$ cat src/rtl/aux_pack_pkg.sv
package aux_pack_pkg;
  localparam int AUX_ADDR_W    = 20;
  localparam int AUX_HDR_BYTES = 4;

  typedef enum logic [2:0] {
    RES_OK      = 3'd0,
    RES_TIMEOUT = 3'd1,
    RES_IOERR   = 3'd2,
    RES_TOOBIG  = 3'd3,
    RES_BADREQ  = 3'd4
  } resCode_e;

  typedef enum logic [1:0] {
    ST_IDLE = 2'd0,
    ST_SEND = 2'd1,
    ST_WAIT = 2'd2
  } state_e;

  typedef struct packed {
    logic load;
    logic advance;
    logic finish;
    logic reject;
  } strobe_t;
endpackage

$ cat src/rtl/aux_pack_dp.sv
module aux_pack_dp import aux_pack_pkg::*; #(
  parameter int MAX_PAYLOAD = 16,
  parameter int MAX_WRITE   = 12,
  localparam int LEN_W = $clog2(MAX_PAYLOAD + 1),
  localparam int TXL_W = $clog2(AUX_HDR_BYTES + MAX_PAYLOAD + 1)
) (
  input  logic                     clk,
  input  logic                     rstN,
  input  strobe_t                  strb,
  input  logic [3:0]               reqCode,
  input  logic [AUX_ADDR_W-1:0]    reqAddr,
  input  logic [LEN_W-1:0]         reqLen,
  input  logic [LEN_W-1:0]         reqBufSize,
  input  logic [8*MAX_PAYLOAD-1:0] reqPayload,
  input  logic [1:0]               engStatus,
  input  logic [7:0]               engAck,
  input  logic [LEN_W-1:0]         engRxCount,
  output logic                     isTooBig,
  output logic                     isBadReq,
  output logic [7:0]               txData,
  output logic                     txLast,
  output logic [TXL_W-1:0]         txLen,
  output resCode_e                 resCode,
  output logic [LEN_W-1:0]         resCount,
  output logic [3:0]               resReply
);
  logic [3:0]       codeBase;
  logic             inWrite, inRead;
  logic [3:0]       lenNib, cntNib;
  logic [TXL_W-1:0] totalTx, txLenNext;

  logic [AUX_HDR_BYTES-1:0][7:0] hdrQ;
  logic [8*MAX_PAYLOAD-1:0]      payQ;
  logic [LEN_W-1:0]              lenQ, bufQ;
  logic                          writeQ;
  logic [TXL_W-1:0]              txLenQ, idxQ, payIdx;

  // request classification straight from the request inputs
  assign codeBase = reqCode & 4'b1011;
  always_comb begin
    inWrite  = (codeBase == 4'b0000) || (codeBase == 4'b0010) || (codeBase == 4'b1000);
    inRead   = (codeBase == 4'b0001) || (codeBase == 4'b1001);
    isTooBig = (32'(reqLen) > MAX_PAYLOAD) || (inWrite && (32'(reqLen) > MAX_WRITE));
    isBadReq = !isTooBig && !(inWrite || inRead);
  end

  // length byte: count nibble on top, length-minus-one below
  always_comb begin
    totalTx   = TXL_W'(AUX_HDR_BYTES) + TXL_W'(reqLen);
    lenNib    = (reqLen == '0) ? 4'd0 : 4'(reqLen - 1'b1);
    cntNib    = (reqLen == '0) ? 4'd3 : (inWrite ? totalTx[3:0] : 4'd4);
    txLenNext = inWrite ? totalTx : TXL_W'(AUX_HDR_BYTES);
  end

  always_ff @(posedge clk or negedge rstN) begin
    if (!rstN) begin
      hdrQ   <= '0;
      payQ   <= '0;
      lenQ   <= '0;
      bufQ   <= '0;
      writeQ <= 1'b0;
      txLenQ <= TXL_W'(AUX_HDR_BYTES);
      idxQ   <= '0;
    end else if (strb.load) begin
      hdrQ[0] <= reqAddr[7:0];
      hdrQ[1] <= reqAddr[15:8];
      hdrQ[2] <= {reqCode, reqAddr[19:16]};
      hdrQ[3] <= {cntNib, lenNib};
      payQ    <= reqPayload;
      lenQ    <= reqLen;
      bufQ    <= reqBufSize;
      writeQ  <= inWrite;
      txLenQ  <= txLenNext;
      idxQ    <= '0;
    end else if (strb.advance) begin
      idxQ <= idxQ + 1'b1;
    end
  end

  assign payIdx = idxQ - TXL_W'(AUX_HDR_BYTES);

  always_comb begin
    txData = 8'h00;
    if (idxQ < TXL_W'(AUX_HDR_BYTES)) begin
      txData = hdrQ[idxQ[1:0]];
    end else begin
      for (int k = 0; k < MAX_PAYLOAD; k++) begin
        if (payIdx == TXL_W'(k)) txData = payQ[8*k +: 8];
      end
    end
  end

  assign txLast = (idxQ == txLenQ - 1'b1);
  assign txLen  = txLenQ;

  always_ff @(posedge clk or negedge rstN) begin
    if (!rstN) begin
      resCode  <= RES_OK;
      resCount <= '0;
      resReply <= '0;
    end else if (strb.reject) begin
      resCode  <= isTooBig ? RES_TOOBIG : RES_BADREQ;
      resCount <= '0;
      resReply <= '0;
    end else if (strb.finish) begin
      case (engStatus)
        2'd0: begin
          resCode  <= RES_OK;
          resCount <= writeQ ? lenQ : ((engRxCount > bufQ) ? bufQ : engRxCount);
          resReply <= 4'(engAck >> 4);
        end
        2'd1: begin
          resCode  <= RES_TIMEOUT;
          resCount <= '0;
          resReply <= '0;
        end
        default: begin
          resCode  <= RES_IOERR;
          resCount <= '0;
          resReply <= '0;
        end
      endcase
    end
  end

  a_r9_err_clears_fields: assert property (@(posedge clk) disable iff (!rstN)
    (resCode != RES_OK) |-> (resReply == 4'd0) && (resCount == '0));

  a_r5_idx_in_range: assert property (@(posedge clk) disable iff (!rstN)
    idxQ <= txLenQ);
endmodule

$ cat src/rtl/aux_pack_ctrl.sv
module aux_pack_ctrl import aux_pack_pkg::*; (
  input  logic    clk,
  input  logic    rstN,
  input  logic    reqValid,
  output logic    reqReady,
  input  logic    isTooBig,
  input  logic    isBadReq,
  output logic    txValid,
  input  logic    txReady,
  input  logic    txLast,
  input  logic    engValid,
  output logic    resValid,
  output strobe_t strb
);
  state_e stateQ, stateD;
  logic   resValidQ;

  always_comb begin
    stateD = stateQ;
    strb   = '0;
    case (stateQ)
      ST_IDLE: if (reqValid) begin
        if (isTooBig || isBadReq) begin
          strb.reject = 1'b1;
        end else begin
          strb.load = 1'b1;
          stateD    = ST_SEND;
        end
      end
      ST_SEND: if (txReady) begin
        strb.advance = 1'b1;
        if (txLast) stateD = ST_WAIT;
      end
      ST_WAIT: if (engValid) begin
        strb.finish = 1'b1;
        stateD      = ST_IDLE;
      end
      default: stateD = ST_IDLE;
    endcase
  end

  always_ff @(posedge clk or negedge rstN) begin
    if (!rstN) begin
      stateQ    <= ST_IDLE;
      resValidQ <= 1'b0;
    end else begin
      stateQ    <= stateD;
      resValidQ <= strb.reject | strb.finish;
    end
  end

  assign reqReady = (stateQ == ST_IDLE);
  assign txValid  = (stateQ == ST_SEND);
  assign resValid = resValidQ;

  a_r5_last_ends_stream: assert property (@(posedge clk) disable iff (!rstN)
    (txValid && txReady && txLast) |=> !txValid);

  a_r7_reject_no_tx: assert property (@(posedge clk) disable iff (!rstN)
    (reqReady && reqValid && (isTooBig || isBadReq)) |=> (!txValid && resValid));

  a_r11_result_when_idle: assert property (@(posedge clk) disable iff (!rstN)
    resValid |-> (reqReady && !txValid));
endmodule

$ cat src/rtl/aux_req_packer.sv
module aux_req_packer import aux_pack_pkg::*; #(
  parameter int MAX_PAYLOAD = 16,
  parameter int MAX_WRITE   = 12,
  localparam int LEN_W = $clog2(MAX_PAYLOAD + 1),
  localparam int TXL_W = $clog2(AUX_HDR_BYTES + MAX_PAYLOAD + 1)
) (
  input  logic                     clk,
  input  logic                     rstN,
  input  logic                     reqValid,
  output logic                     reqReady,
  input  logic [3:0]               reqCode,
  input  logic [AUX_ADDR_W-1:0]    reqAddr,
  input  logic [LEN_W-1:0]         reqLen,
  input  logic [LEN_W-1:0]         reqBufSize,
  input  logic [8*MAX_PAYLOAD-1:0] reqPayload,
  output logic                     txValid,
  input  logic                     txReady,
  output logic [7:0]               txData,
  output logic                     txLast,
  output logic [TXL_W-1:0]         txLen,
  input  logic                     engValid,
  input  logic [1:0]               engStatus,
  input  logic [7:0]               engAck,
  input  logic [LEN_W-1:0]         engRxCount,
  output logic                     resValid,
  output logic [2:0]               resCode,
  output logic [LEN_W-1:0]         resCount,
  output logic [3:0]               resReply
);
  strobe_t  strb;
  logic     isTooBig, isBadReq;
  resCode_e resCodeE;

  aux_pack_ctrl u_ctrl (
    .clk      (clk),
    .rstN     (rstN),
    .reqValid (reqValid),
    .reqReady (reqReady),
    .isTooBig (isTooBig),
    .isBadReq (isBadReq),
    .txValid  (txValid),
    .txReady  (txReady),
    .txLast   (txLast),
    .engValid (engValid),
    .resValid (resValid),
    .strb     (strb)
  );

  aux_pack_dp #(
    .MAX_PAYLOAD (MAX_PAYLOAD),
    .MAX_WRITE   (MAX_WRITE)
  ) u_dp (
    .clk        (clk),
    .rstN       (rstN),
    .strb       (strb),
    .reqCode    (reqCode),
    .reqAddr    (reqAddr),
    .reqLen     (reqLen),
    .reqBufSize (reqBufSize),
    .reqPayload (reqPayload),
    .engStatus  (engStatus),
    .engAck     (engAck),
    .engRxCount (engRxCount),
    .isTooBig   (isTooBig),
    .isBadReq   (isBadReq),
    .txData     (txData),
    .txLast     (txLast),
    .txLen      (txLen),
    .resCode    (resCodeE),
    .resCount   (resCount),
    .resReply   (resReply)
  );

  assign resCode = resCodeE;

  a_r8_hold_when_stalled: assert property (@(posedge clk) disable iff (!rstN)
    (txValid && !txReady) |=> ($stable(txData) && $stable(txLast)));
endmodule

$ cat config.mk
export PLATFORM = sky130hd
export DESIGN_NAME = aux_req_packer
export DESIGN_NICKNAME = d
export VERILOG_FILES = /design/src/rtl/aux_pack_pkg.sv /design/src/rtl/aux_pack_dp.sv /design/src/rtl/aux_pack_ctrl.sv /design/src/rtl/aux_req_packer.sv
export SDC_FILE = /design/constraint.sdc
export NUM_CORES = 1
export LEC_CHECK = 0
export ABC_AREA = 1
export BUFFER_PORTS_ARGS = -buffer_cell sky130_fd_sc_hd__buf_4
export CORE_MARGIN = 4
export CORE_UTILIZATION = 50
export DETAILED_ROUTE_END_ITERATION = 8
export GPL_TIMING_DRIVEN = 0
export PLACE_DENSITY_LB_ADDON = 0.15
export SLEW_MARGIN = 10
export SYNTH_ARGS = -nofsm -noshare
export SYNTH_HDL_FRONTEND = slang
export SYNTH_SLANG_ARGS = --single-unit
export TNS_END_PERCENT = 10
$ cat constraint.sdc
create_clock -name clk -period 2.9 [get_ports clk]
set_input_delay 0.435 -clock clk [delete_from_list [all_inputs] [get_ports clk]]
set_output_delay 0.435 -clock clk [all_outputs]
set_load 0.01 [all_outputs]
---- Word level (Yosys, flattened, before mapping) ----
Cells that the tools add are included.
word-level totals
  word-level logic and storage cells ...... 125
  flip-flop bits (word level) ............. 196
operators by class
  bitwise operators ....................... 1
  order comparisons ....................... 5
  multiplexer cells ....................... 53
  reduce and logical (&&, ||, !) cells .... 18
  equality and inequality tests ........... 28
  $add $sub $neg .......................... 5
operator list
  kind                 number
  $mux 8               18
  $eq 5x4->1 const B   8
  $mux 5               8
  $mux 4               6
  $eq 5x3->1 const B   4
  $bmux 8 s2           1
  $eq 5x2->1 const B   2
  $logic_not 5->1      2
  $mux 1               10
  $mux 2               5
  $mux 3               3
  $eq 3x3->1 const B   2
  $logic_or 1x1->1     6
  $ne 2x2->1 const B   3
  $pmux 2 s3           1
  $add 3x5->5 const A  1
  $add 5x1->5 const B  1
  $eq 5x1->1 const B   1
  $eq 5x5->1           1
  $gt 5x4->1 const B   1
  $gt 5x5->1           1
  $gt 5x5->1 const B   1
  $lt 5x3->1 const B   1
  $reduce_and 5->1     1
  other kinds (16)     22

---- Logic depth before layout (Yosys ltp) ----
  depth in word-level cells ............... 19
  mapped depth ............................ 24
  depth with buffers taken out ............ 22

---- Cells and area by module ----
Synthesis repeated with hierarchy kept, for this count alone.
second synthesis, totals
  cell total of the unflattened synthesis .. 1323
  area total of the unflattened synthesis .. 9744.3 µm²
by module, submodules not included
  module         cells an instance  instances  area each (µm²)
  aux_pack_dp    1298               1          9567.9
  aux_pack_ctrl  25                 1          176.4

---- Worst setup path before layout ----
No wires, ideal clock.
  path kind ............................... reg-to-output
  start ................................... register u_dp.idxQ[0]
  end ..................................... output txData[6]
  path buffers ............................ 3
  setup slack ............................. -145 ps
  arrival ................................. 2610 ps
  stages on the path, launching flop included .. 24
  path through ............................ dfrtp_1 -> clkbuf_1 -> clkinv_1 -> buf_1 -> ha_1 -> inv_1 -> nor2_8 -> nand2_2 -> buf_2 -> nand3_1 -> nand2_1 -> nand3_1 -> nand2_1 -> nand2_1 -> nand2_1 -> nand3_1 -> nand3_1 -> nand2_1 -> nand2_1 -> nand3_1 -> nand2_1 -> nand3_1 -> nand2_1 -> nand3_1
on the way
  cells in the longest elaborated chain, start to end .. 19
  elaborated cells between the ends (all ways) .. 37
  classes of those cells .................. add/sub: 1; order compare: 1; eq/ne: 15; mux: 19; reduce/logical: 1
ends and longest elaborated chain
  what                    line                  source
  from (decl)             aux_pack_dp.sv:36     logic [TXL_W-1:0] txLenQ, idxQ, payIdx;
  from (signal assigned)  aux_pack_dp.sv:76     idxQ <= idxQ + 1'b1;
  $sub 5x3->5             aux_pack_dp.sv:80     assign payIdx = idxQ - TXL_W'(AUX_HDR_BYTES);
  $logic_not 5->1         aux_pack_dp.sv:88     if (payIdx == TXL_W'(k)) txData = payQ[8*k +: 8];
  $mux 8 (16 in a row)    aux_pack_dp.sv:88
  $mux 8 *                aux_pack_dp.sv:84     if (idxQ < TXL_W'(AUX_HDR_BYTES)) begin
  to (decl)               aux_req_packer.sv:18  output logic [7:0] txData,
Every way passes the cells marked *; elsewhere a longest branch is shown, timed or not. The select of a mux whose other input is x is not followed.

---- Worst setup path after layout ----
  start ................................... register u_dp.idxQ[1]
  end ..................................... output txData[4]
The elaborated chain is that of the path after synthesis.

==> flow_summary.yaml <==
cts:
  hold_buffers: 0
  tritoncts.num_buffers: 17
  clock_latency_ps: 430
  clk_pin_slew_worst_paths_ps: 70
  cts_root_buf: "clkbuf_16"
  cts_tree: "yes"
  cts_max_level: 4
  clock_path_buffers: 2
  cts.sinks: 196
synth:
  synth_seq_cells: 196
  synthArstFlopShare_pct: 100.0
  ys.warnings.count: 0
  yosysSeqAreaShare_pct: 49.91
  synth_edf_count: 0
  synth_area_per_cell_um2: 7.435
  netlist_area_um2: 9829
  ys.flop_type: "dfrtp_1"
  synth_nets: 1518
  synth_cells: 1322
  ys_types: 43
detailed_routing:
  remaining_drc_errors: 0
  wl_mm: 26.50
  drt-wirelength-per-cell_um: 14.44
  via_per_inst: 4.906
  antenna_left: 0
  first_pass_iters: 5
  num_vias: 9002
  drtIter0Drc: 597
placement:
  io_buffers: 206
  dp_hpwl_mm: 19.66
  placed_cells: 1794
  gp_congestion: 0.8653
timing:
  grt_setup_unrepaired: "yes"
  finClkSkew_ps: 9.471
  period_share_pct: 123.4
  layout_min_cycle_time_ps: 3579
  finalHoldViolations: 0
  fin_ws_ps: -678.8
  slew_viol_final: 0
  max_slew.worst_pin.slew_ps: 743.4
  relSlewSlack_pct: 50.44
  setup_violations: 8
  max_freq_mhz: 279.4
  hold_slack_ps: 25.41
setup_path:
  crit_path_max_fanout: 6
  path_class: "flop to primary output"
  cp-endpoint: "txData[4]"
  reg2reg_slack_ps: 780
  timing.rr.start: "u_ctrl.stateQ[1]"
  worst-path-stages: 22
  crit_path_start: "u_dp.idxQ[1]"
  cpLargestDelayFamily: "simple AND/OR/NAND/NOR gates"
  cp.arrival_ps: 3140
  crit_chain: "clkbuf_8 -> clkinvlp_4 -> ha_4 -> buf_4 -> nor2_4 -> nand2_2 -> nand3_2 -> o211ai_1 -> nand3b_1 -> nand2_1 -> nand2_1 -> nand2_1 -> nand3_1 -> nand2_1 -> nand2_1 -> nand2_2 -> nand2_2 -> nand2_2 -> nand2_2 -> nand2_2 -> nand3_2 -> buf_6"
  cpMostUsedCell: "nand2_2"
  cpMaxStageDelayCell: "dfrtp_1"
  cp-end-kind: "primary output"
  r2r_end: "u_dp.payQ[64]"
  rr_worst_depth: 8
  crit_buf_inv: 4
  max_stage_delay_ps: 420
  startpoint_type: "flop"
  required_ps: 2470
floorplan:
  rows: 51
  start_util_pct: 50.67
  io_pins: 211
  die_w_um: 148.2
  core-area_um2: 19400
  die_area_um2: 21970
  chipHeight_um: 148.2
global_routing:
  grt_pass1_wl_mm: 42.81
  grt_use_total_pct: 24.23
  antenna_found_initial: 0
  grt_max_degree: 105
  first_global_vias: 8590
  grt_overflow: 0
pwr:
  p_switching_uw: 4550
  p_sw_share_pct: 38.47
  ir_drop_uv: 846.0
  pwr-share-clk_pct: 19.7
  p_comb_share_pct: 40.5
  p_int_uw: 7278
  pwr-share-seq_pct: 39.8
  p_per_area_nw_per_um2: 938.3
  p_leak_uw: 0.006897
status:
  outcome: "finished, violations left"
  violations: "setup timing"
cells_and_area:
  layout-drive-gt1-share_pct: 21.91
  diodes: 0
  final_nets: 1754
  final_cells: 1835
  syn_to_final_growth_pct: 28.25
flow_run:
  drv_cap: 0
hold_path:
  hold_class: "input pin to asynchronous set/reset pin"
state kept, by name (all words and copies together) (netlist names):
| name | cells |
|---|---|
| u_dp.payQ | 128 |
| u_dp.hdrQ | 32 |
| u_dp.bufQ | 5 |
| u_dp.idxQ | 5 |
| u_dp.lenQ | 5 |
| u_dp.resCount | 5 |
| u_dp.txLen | 5 |
| u_dp.resReply | 4 |
| u_dp.resCode | 3 |
| u_ctrl.stateQ | 2 |
| u_ctrl.resValid | 1 |
| u_dp.writeQ | 1 |
stage by stage:
stage                     setup TNS [ps]  util (%)  cell area, um2  power, uW  worst slack [ps]
after floorplan                        0         -            9832       7371             19.00
after global placement             -7084     60.37           11710       8911            -969.1
after detailed placement           -7161     60.55           11750       9069            -975.2
after CTS                          -5015     64.33           12480      11680            -667.6
after global routing               -6234     64.98           12610      12740            -830.2
final                              -4769     64.98           12610      11830            -678.8
metal layers:
layer  up-vias  wire length, um  global-route usage (%)
met5         -                0                       0
met4         0              585                   7.575
met3        44             1425                   3.626
met2       248            13040                   40.67
met1      4130            11450                   32.72
li1       4580                -                       -
repair_timing:
action / in CTS / in global routing
setup buffers: 8 / 4
setup endpoints to repair: 8 / 8
gates cloned: 0 / 0
pin swaps: 14 / 31
gates resized for setup: 26 / 31
placed cells by master (no fill, tap or decap), types with 6 or more instances in the layout:
cell | synthesis | final
nand2_1 | 674 | 657
buf_4 | 2 | 215
dfrtp_1 | 195 | 195
inv_1 | 95 | 90
nand3_1 | 72 | 62
o21ai_0 | 62 | 62
nor2_1 | 36 | 36
clkbuf_1 | 31 | 28
nand2_2 | 4 | 19
buf_2 | 17 | 17
clkbuf_16 | 0 | 17
a21oi_1 | 15 | 15
or2_2 | 14 | 14
ha_1 | 14 | 12
o22ai_1 | 10 | 10
nand3_2 | 0 | 10
inv_2 | 6 | 9
nor2_4 | 5 | 6
nand3b_1 | 6 | 6
o21ai_1 | 6 | 6
cell usage after synthesis, types with 6 or more instances:
cell | count | area share, %
inv_2 | 6 | 0.23
dfrtp_1 | 195 | 50
inv_1 | 95 | 3.6
a21oi_1 | 15 | 0.76
o21ai_1 | 6 | 0.31
nand3b_1 | 6 | 0.46
nor2_1 | 36 | 1.4
buf_2 | 17 | 0.87
nand2_1 | 674 | 26
o22ai_1 | 10 | 0.64
or2_2 | 14 | 0.89
nand3_1 | 72 | 3.7
o21ai_0 | 62 | 3.2
ha_1 | 14 | 1.8
clkbuf_1 | 31 | 1.2
cell families after synthesis:
| kind of cell | count (synthesis) | share of synthesized area, % |
|---|---|---|
| AO/OA/AOI/OAI | 114 | 6.505 |
| XOR/XNOR | 9 | 0.8019 |
| adder cells (fa/ha/maj) | 14 | 1.782 |
| buffers and inverters | 158 | 6.479 |
| flip-flops | 196 | 49.91 |
| AND/OR/NAND/NOR | 831 | 34.52 |
worst min-delay path by stage:
stage	slack [ps]	endpoint	start
2_1_floorplan	140	u_ctrl.resValid	rstN
3_3_place_gp	450	u_dp.payQ[120]	u_dp.payQ[120]
3_5_place_dp	450	u_dp.payQ[91]	u_dp.payQ[91]
4_1_cts	60	u_dp.payQ[23]	rstN
5_1_grt	90	u_dp.payQ[12]	rstN
6_report	30	u_dp.payQ[18]	rstN
power groups by stage:
stage	combinational (uW)	clock, uW	sequential, uW
floorplan	2800	0	4570
global placement	4220	0	4690
detailed placement	4350	0	4710
CTS	4620	2370	4690
global route	5410	2480	4850
finish	4790	2330	4710
layout make-up:
class | count | area (um2)
Timing Repair Buffer | 219 | 1695
Sequential cell | 196 | 4906
Clock buffer | 19 | 442.9
Multi-Input combinational cell | 968 | 4419
Buffer | 53 | 274.0
Fill cell | 1808 | 6793
Inverter | 103 | 407.9
Tap cell | 265 | 331.6
Clock inverter | 12 | 128.9
(Power assumes the default switching activity.)
